<file path="src/rtl/bwgov_pkg.sv">
package bwgov_pkg;
  // Operating point codes; code 3 is reserved
  typedef enum logic [1:0] {
    LVL_SLOW = 2'd0,
    LVL_MID  = 2'd1,
    LVL_FAST = 2'd2
  } lvl_e;
endpackage

</file>
<file path="src/rtl/bwgov_epoch_timer.sv">
module bwgov_epoch_timer #(
  parameter int EPOCH_W = 16
) (
  input  logic               clk,
  input  logic               rst_n,
  input  logic [EPOCH_W-1:0] epoch_len,
  output logic               epoch_end
);
  logic [EPOCH_W-1:0] tmr_q, tmr_d, last_idx;

  always_comb begin
    last_idx  = (epoch_len == '0) ? '0 : epoch_len - 1'b1;
    epoch_end = (tmr_q >= last_idx);
    tmr_d     = epoch_end ? '0 : tmr_q + 1'b1;
  end

  always_ff @(posedge clk or negedge rst_n) begin
    if (!rst_n) tmr_q <= '0;
    else        tmr_q <= tmr_d;
  end


  restart_after_end_chk: assert property (@(posedge clk) disable iff (!rst_n)
    epoch_end |=> (tmr_q == '0));
endmodule

</file>
<file path="src/rtl/bwgov_beat_counter.sv">
module bwgov_beat_counter #(
  parameter int CNT_W = 16
) (
  input  logic             clk,
  input  logic             rst_n,
  input  logic             beat_valid,
  input  logic             clr,
  output logic [CNT_W-1:0] total
);
  localparam logic [CNT_W-1:0] CNT_MAX = '1;

  logic [CNT_W-1:0] cnt_q, cnt_d;
  logic             inc_en;

  always_comb begin
    inc_en = beat_valid && (cnt_q != CNT_MAX);
    total  = inc_en ? cnt_q + 1'b1 : cnt_q;
    cnt_d  = clr ? '0 : total;
  end

  always_ff @(posedge clk or negedge rst_n) begin
    if (!rst_n) cnt_q <= '0;
    else        cnt_q <= cnt_d;
  end


  no_wrap_chk: assert property (@(posedge clk) disable iff (!rst_n)
    (cnt_q == CNT_MAX && !clr) |=> (cnt_q == CNT_MAX));
endmodule

</file>
<file path="src/rtl/bwgov_level_pick.sv">
module bwgov_level_pick
  import bwgov_pkg::*;
#(
  parameter int CNT_W = 16
) (
  input  logic [CNT_W-1:0] total,
  input  logic [CNT_W-1:0] thr_low,
  input  logic [CNT_W-1:0] thr_mid,
  output lvl_e             sel
);
  always_comb begin
    if (total < thr_low)      sel = LVL_SLOW;
    else if (total < thr_mid) sel = LVL_MID;
    else                      sel = LVL_FAST;
  end
endmodule

</file>
<file path="src/rtl/bwgov_handshake.sv">
module bwgov_handshake
  import bwgov_pkg::*;
(
  input  logic clk,
  input  logic rst_n,
  input  logic epoch_end,
  input  lvl_e sel,
  input  logic seq_busy,
  input  logic seq_ack,
  output logic req,
  output lvl_e tgt,
  output lvl_e cur
);
  logic wait_q, wait_d, req_d, go, done;
  lvl_e tgt_q, tgt_d, cur_q, cur_d;

  always_comb begin
    go     = epoch_end && !wait_q && !seq_busy && (sel != cur_q);
    done   = wait_q && seq_ack;
    req_d  = go;
    tgt_d  = go ? sel : tgt_q;
    cur_d  = done ? tgt_q : cur_q;
    wait_d = go ? 1'b1 : (done ? 1'b0 : wait_q);
  end

  always_ff @(posedge clk or negedge rst_n) begin
    if (!rst_n) begin
      wait_q <= 1'b0;
      req    <= 1'b0;
      tgt_q  <= LVL_FAST;
      cur_q  <= LVL_FAST;
    end else begin
      wait_q <= wait_d;
      req    <= req_d;
      tgt_q  <= tgt_d;
      cur_q  <= cur_d;
    end
  end

  assign tgt = tgt_q;
  assign cur = cur_q;


  req_pulse_chk: assert property (@(posedge clk) disable iff (!rst_n)
    req |=> !req);

  req_differs_chk: assert property (@(posedge clk) disable iff (!rst_n)
    req |-> (tgt_q != cur_q));

  cur_hold_chk: assert property (@(posedge clk) disable iff (!rst_n)
    !seq_ack |=> $stable(cur_q));

  busy_drop_chk: assert property (@(posedge clk) disable iff (!rst_n)
    (epoch_end && seq_busy) |=> !req);

  lvl_code_chk: assert property (@(posedge clk) disable iff (!rst_n)
    (cur_q != lvl_e'(2'd3)) && (tgt_q != lvl_e'(2'd3)));
endmodule

</file>
<file path="src/rtl/bwgov_top.sv">
module bwgov_top
  import bwgov_pkg::*;
#(
  parameter int CNT_W   = 16,
  parameter int EPOCH_W = 16
) (
  input  logic               clk,
  input  logic               rst_n,
  input  logic [EPOCH_W-1:0] epoch_len,
  input  logic [CNT_W-1:0]   thr_low,
  input  logic [CNT_W-1:0]   thr_mid,
  input  logic               beat_valid,
  input  logic               seq_busy,
  input  logic               seq_ack,
  output logic               chg_req,
  output logic [1:0]         chg_level,
  output logic [1:0]         cur_level
);
  logic             epoch_end;
  logic [CNT_W-1:0] total;
  lvl_e             sel, tgt, cur;

  bwgov_epoch_timer #(.EPOCH_W(EPOCH_W)) timer_i (
    .clk(clk), .rst_n(rst_n), .epoch_len(epoch_len), .epoch_end(epoch_end)
  );

  bwgov_beat_counter #(.CNT_W(CNT_W)) counter_i (
    .clk(clk), .rst_n(rst_n), .beat_valid(beat_valid), .clr(epoch_end),
    .total(total)
  );

  bwgov_level_pick #(.CNT_W(CNT_W)) pick_i (
    .total(total), .thr_low(thr_low), .thr_mid(thr_mid), .sel(sel)
  );

  bwgov_handshake hs_i (
    .clk(clk), .rst_n(rst_n), .epoch_end(epoch_end), .sel(sel),
    .seq_busy(seq_busy), .seq_ack(seq_ack),
    .req(chg_req), .tgt(tgt), .cur(cur)
  );

  assign chg_level = tgt;
  assign cur_level = cur;


  req_after_end_chk: assert property (@(posedge clk) disable iff (!rst_n)
    chg_req |-> $past(epoch_end));

  no_mid_inverted_chk: assert property (@(posedge clk) disable iff (!rst_n)
    (epoch_end && thr_low >= thr_mid) |-> (sel != LVL_MID));
endmodule

</file>
<file path="config.mk">
export PLATFORM = sky130hd
export DESIGN_NAME = bwgov_top
export DESIGN_NICKNAME = d
export VERILOG_FILES = /design/src/rtl/bwgov_pkg.sv /design/src/rtl/bwgov_epoch_timer.sv /design/src/rtl/bwgov_beat_counter.sv /design/src/rtl/bwgov_level_pick.sv /design/src/rtl/bwgov_handshake.sv /design/src/rtl/bwgov_top.sv
export SDC_FILE = /design/constraint.sdc
export NUM_CORES = 1
export LEC_CHECK = 0
export CAP_MARGIN = 15
export CORE_MARGIN = 3
export CORE_UTILIZATION = 50
export DETAILED_ROUTE_END_ITERATION = 10
export PLACE_DENSITY = 0.87
export SYNTH_ARGS = -nofsm -noshare
export SYNTH_HDL_FRONTEND = slang
export SYNTH_SLANG_ARGS = --single-unit
</file>
<file path="constraint.sdc">
create_clock -name clk -period 5.6 [get_ports clk]
set_input_delay 1.4 -clock clk [delete_from_list [all_inputs] [get_ports clk]]
set_output_delay 1.4 -clock clk [all_outputs]
set_load 0.1 [all_outputs]
</file>
==> impl.org <==
** Final layout
- The library cell used most frequently in the layout, excluding fill and tap cells, is clkdlybuf4s50_1.
- The area growth from synthesis to layout is 21.3%.
- Layout fillers :: 538
- Total number of nets in the final design :: 574
- Final core occ :: 64.5%
- Of the cells placed in the final design, the portion with a size suffix greater than 1 is 6.99%.
- # diodes :: 0
- Commonest cells after routing, fill and taps aside :: 56 x clkdlybuf4s50_1, 53 x nand2_1, 50 x ha_1

** Power
- Power density of the placed cells :: 227 nW/um^2
- For this design the static power due to leakage is 0.00206 uW.
- Maximum ir drop on the vdd rail :: 0.143 mV

** Hold path
- Class of the worst hold path :: flip-flop to flip-flop

** Clock tree
- Clock sink count :: 38
- CTS root buffer :: clkbuf_8
- TritonCTS built the clock tree.
- Clock buffer depth :: 2
- The number of hold buffers added after CTS was 0.
- The later pin in the worst-skew pair is clocked with a latency of 0.29 ns.
- H-Tree Depth :: 2
- In this run, post-CTS repair resized a total of 0 instances.
- Buffers added to address setup during post-CTS repair amount to 0.
- Total clock buffers created by CTS :: 5
- Clock-pin slew was measured on the worst setup and hold paths at 0.07 ns.

** Timing
- Post-layout worst setup margin :: 0.956 ns
- Setup violations remaining at the end of the flow were counted as 0.
- Worst hold slack :: 0.523 ns
- Worst-case clock skew :: 0.00496 ns
- The final hold violation count came to 0.
- Maximum clock rate :: 0.215 GHz
- Setup repair after global routing missed its margin :: no
- Setup total negative slack on the finished layout was measured at 0 ns.
- For the pin with the worst max-slew slack, the measured transition is 0.972 ns.
- In this run the tightest slew margin relative to its limit is 35.0%.
- Minimum period implied by the final worst setup slack :: 4.64 ns
- Final critical-path share of the clock period :: 82.9%
- The max-slew violation count is 0.

** Global route
- For this run, the total global-route usage over all layers was measured as 22.0%.
- Vias in the first global route :: 3,017
- GRT overflow :: 0
- Initial antenna violation count :: 0
- Entering global routing, the biggest net connects 39 pins.
- First-pass GRT wire length :: 14.0 mm

** Synth
- Top flip-flop cell by instance count after synthesis :: dfrtp_1
- Portion of the post-synthesis area used by sequential elements :: 27.4%
- Number of flops mapped to enable cells by yosys :: 0
- Counting flops with an async set or reset pin after synthesis yields a share of 100%.
- Net count after synthesis :: 513
- Yosys printed 0 warnings.
- Average cell area after synthesis :: 8.47 um^2
- Counting distinct cell types in the post-synthesis netlist gives 51.
- In this run, synthesis produced a sequential element count of 38.
- Synthesis handed over a netlist of 410 instances.
- The mapped netlist covers 3470 um^2.

** Detailed routing
- Number of routed nets with antenna violations :: 0
- Across all layers, the routed design uses 3,106 vias.
- Total length of routed wires :: 8.21 mm
- Starting DRC count in detailed routing :: 225
- Post-detailed-route via-to-cell ratio :: 5.66
- In the routed design, unresolved DRC markers number 0.
- After detailed routing, the average wire length per cell comes to 15.0 um.
- The first TritonRoute pass finished after 5 iterations.

** Floorplanning
- Row generation in the floorplan step produced 29 rows.
- 58 I/O pins were placed.
- Die Footprint :: 7980 um^2
- The core region is 6530 um^2.
- The die is 89.3 um wide.
- Die Y-Extent :: 89.3 um
- Once the floorplan was initialized, standard cells occupied 53.2% of the core.

** Critical path
- STA classifies the critical path startpoint as an input pin.
- CP endpoint kind :: flip-flop
- For the worst setup path, the data required time is 5.81 ns.
- At the worst endpoint, the arrival time is 4.85 ns.
- WS Path Type :: input pin to flip-flop
- Largest fanout on the critical path :: 32

** Placement
- Prior to clock tree synthesis, the placed netlist has a worst setup slack of 0.694 ns.
- During placement, the flow inserted port buffers numbering 57.
- The HPWL after detailed placement is 6.61 mm.
- The congestion estimate from routability-driven global placement came to 0.927.

** Outcome
- The flow ran to the end, and the final reports show no timing, DRC or antenna violations.

** Job
- Max-Cap Viols :: 0
cell type report:
class | count | area (um^2) | share of cell area, %
repair buffers | 59 | 581 | 13.8
flip-flops and latches | 38 | 953 | 22.6
clock buffers | 6 | 72.6 | 1.72
multi-input cells | 330 | 2360 | 56.1
clock inverters | 2 | 10.0 | 0.238
well taps | 77 | 96.3 | 2.29
inverters | 37 | 139 | 3.30
power breakdown:
| part | switching, uW | internal, uW | leakage, uW | total (uW) |
|---|---|---|---|---|
| Combinational | 200 | 182 | 0.00152 | 382 |
| Sequential | 70.1 | 322 | 0.000495 | 392 |
| Clock | 98.2 | 86.4 | 0.0000450 | 185 |
| Total | 368 | 590 | 0.00206 | 958 |
worst paths after layout:
| path | startpoint | endpoint | slack, ns | depth (start not counted) |
|---|---|---|---|---|
| hold / removal | timer_i.tmr_q[0] | timer_i.tmr_q[0] | 0.52 | 1 |
| min in group asynchronous | rst_n | timer_i.tmr_q[11] | 1.24 | 1 |
| setup reg to reg | counter_i.cnt_q[0] | hs_i.wait_q | 1.80 | 13 |
| hold reg to reg | timer_i.tmr_q[0] | timer_i.tmr_q[0] | 0.52 | 1 |
| setup / recovery | epoch_len[5] | timer_i.tmr_q[2] | 0.96 | 12 |
| max in group asynchronous | rst_n | timer_i.tmr_q[2] | 3.79 | 1 |
per-stage QoR:
step | instances | cell area, um^2 | power [uW]
2_1_floorplan | 410 | 3470 | 638
3_3_place_gp | 541 | 4130 | 747
3_5_place_dp | 541 | 4130 | 773
4_1_cts | 549 | 4210 | 960
5_1_grt | 549 | 4210 | 1040
6_report | 549 | 4210 | 958
state kept, by name, summed over array words and instances, names as in the netlist:
| name | flops |
|---|---|
| hs_i.tgt | 2 |
| timer_i.tmr_q | 16 |
| hs_i.wait_q | 1 |
| counter_i.cnt_q | 16 |
| hs_i.cur | 2 |
| hs_i.req | 1 |
synth_stat cells, types with 2 or more instances:
master / count / area, um^2
o21ai_0: 11 / 55.1
nand2b_1: 2 / 12.5
a31oi_1: 4 / 25.0
nor2b_1: 18 / 113
nand2_1: 53 / 199
a21oi_1: 22 / 110
and4_4: 2 / 22.5
o21ai_2: 2 / 17.5
a2bb2oi_1: 2 / 17.5
nand4_1: 9 / 56.3
and3_1: 10 / 62.6
clkbuf_1: 4 / 15.0
xnor2_1: 20 / 175
inv_1: 37 / 139
dfstp_2: 2 / 52.6
a211oi_1: 2 / 15.0
nand3_1: 21 / 105
xor2_1: 21 / 184
nor4_1: 6 / 37.5
and3b_1: 2 / 17.5
mux2_2: 3 / 33.8
nor2_1: 35 / 131
a31oi_4: 2 / 42.5
o221ai_1: 2 / 17.5
a21o_1: 3 / 22.5
nor3_1: 6 / 30.0
dfrtp_1: 36 / 901
ha_1: 50 / 626
worst max-delay path, stage by stage:
cell,delay (ns)
clkdlybuf4s50_1,0.47
nor4_1,0.44
nor3b_2,0.38
nand3_1,0.44
nand2_1,0.17
ha_1,0.26
a2111oi_0,0.41
nand2_1,0.10
a21oi_1,0.19
o21ai_2,0.15
buf_4,0.27
nor2_1,0.16
logic make-up (layout without fill, tap and decap cells):
group / Yosys count / in the layout / synth area share [%]
AOI/OAI and AO/OA: 58 / 58 / 11.4
and+or+nand+nor: 178 / 178 / 27.2
muxes: 3 / 3 / 0.973
adders and majority gates: 50 / 50 / 18.0
DFF: 38 / 38 / 27.4
xor gates and xnor gates: 41 / 41 / 10.3
buffers and inverters: 42 / 104 / 4.65
per-layer routing:
layer	global-route usage, %	up-vias	wire, um	share of wire (%)
met4	4.74	0	60	0.73
met5	0	-	0	0
li1	-	1549	-	-
met2	33.2	102	3800	46
met1	32.5	1447	3890	47
met3	4.42	8	463	5.6
Power figures use the tool's default switching activity.
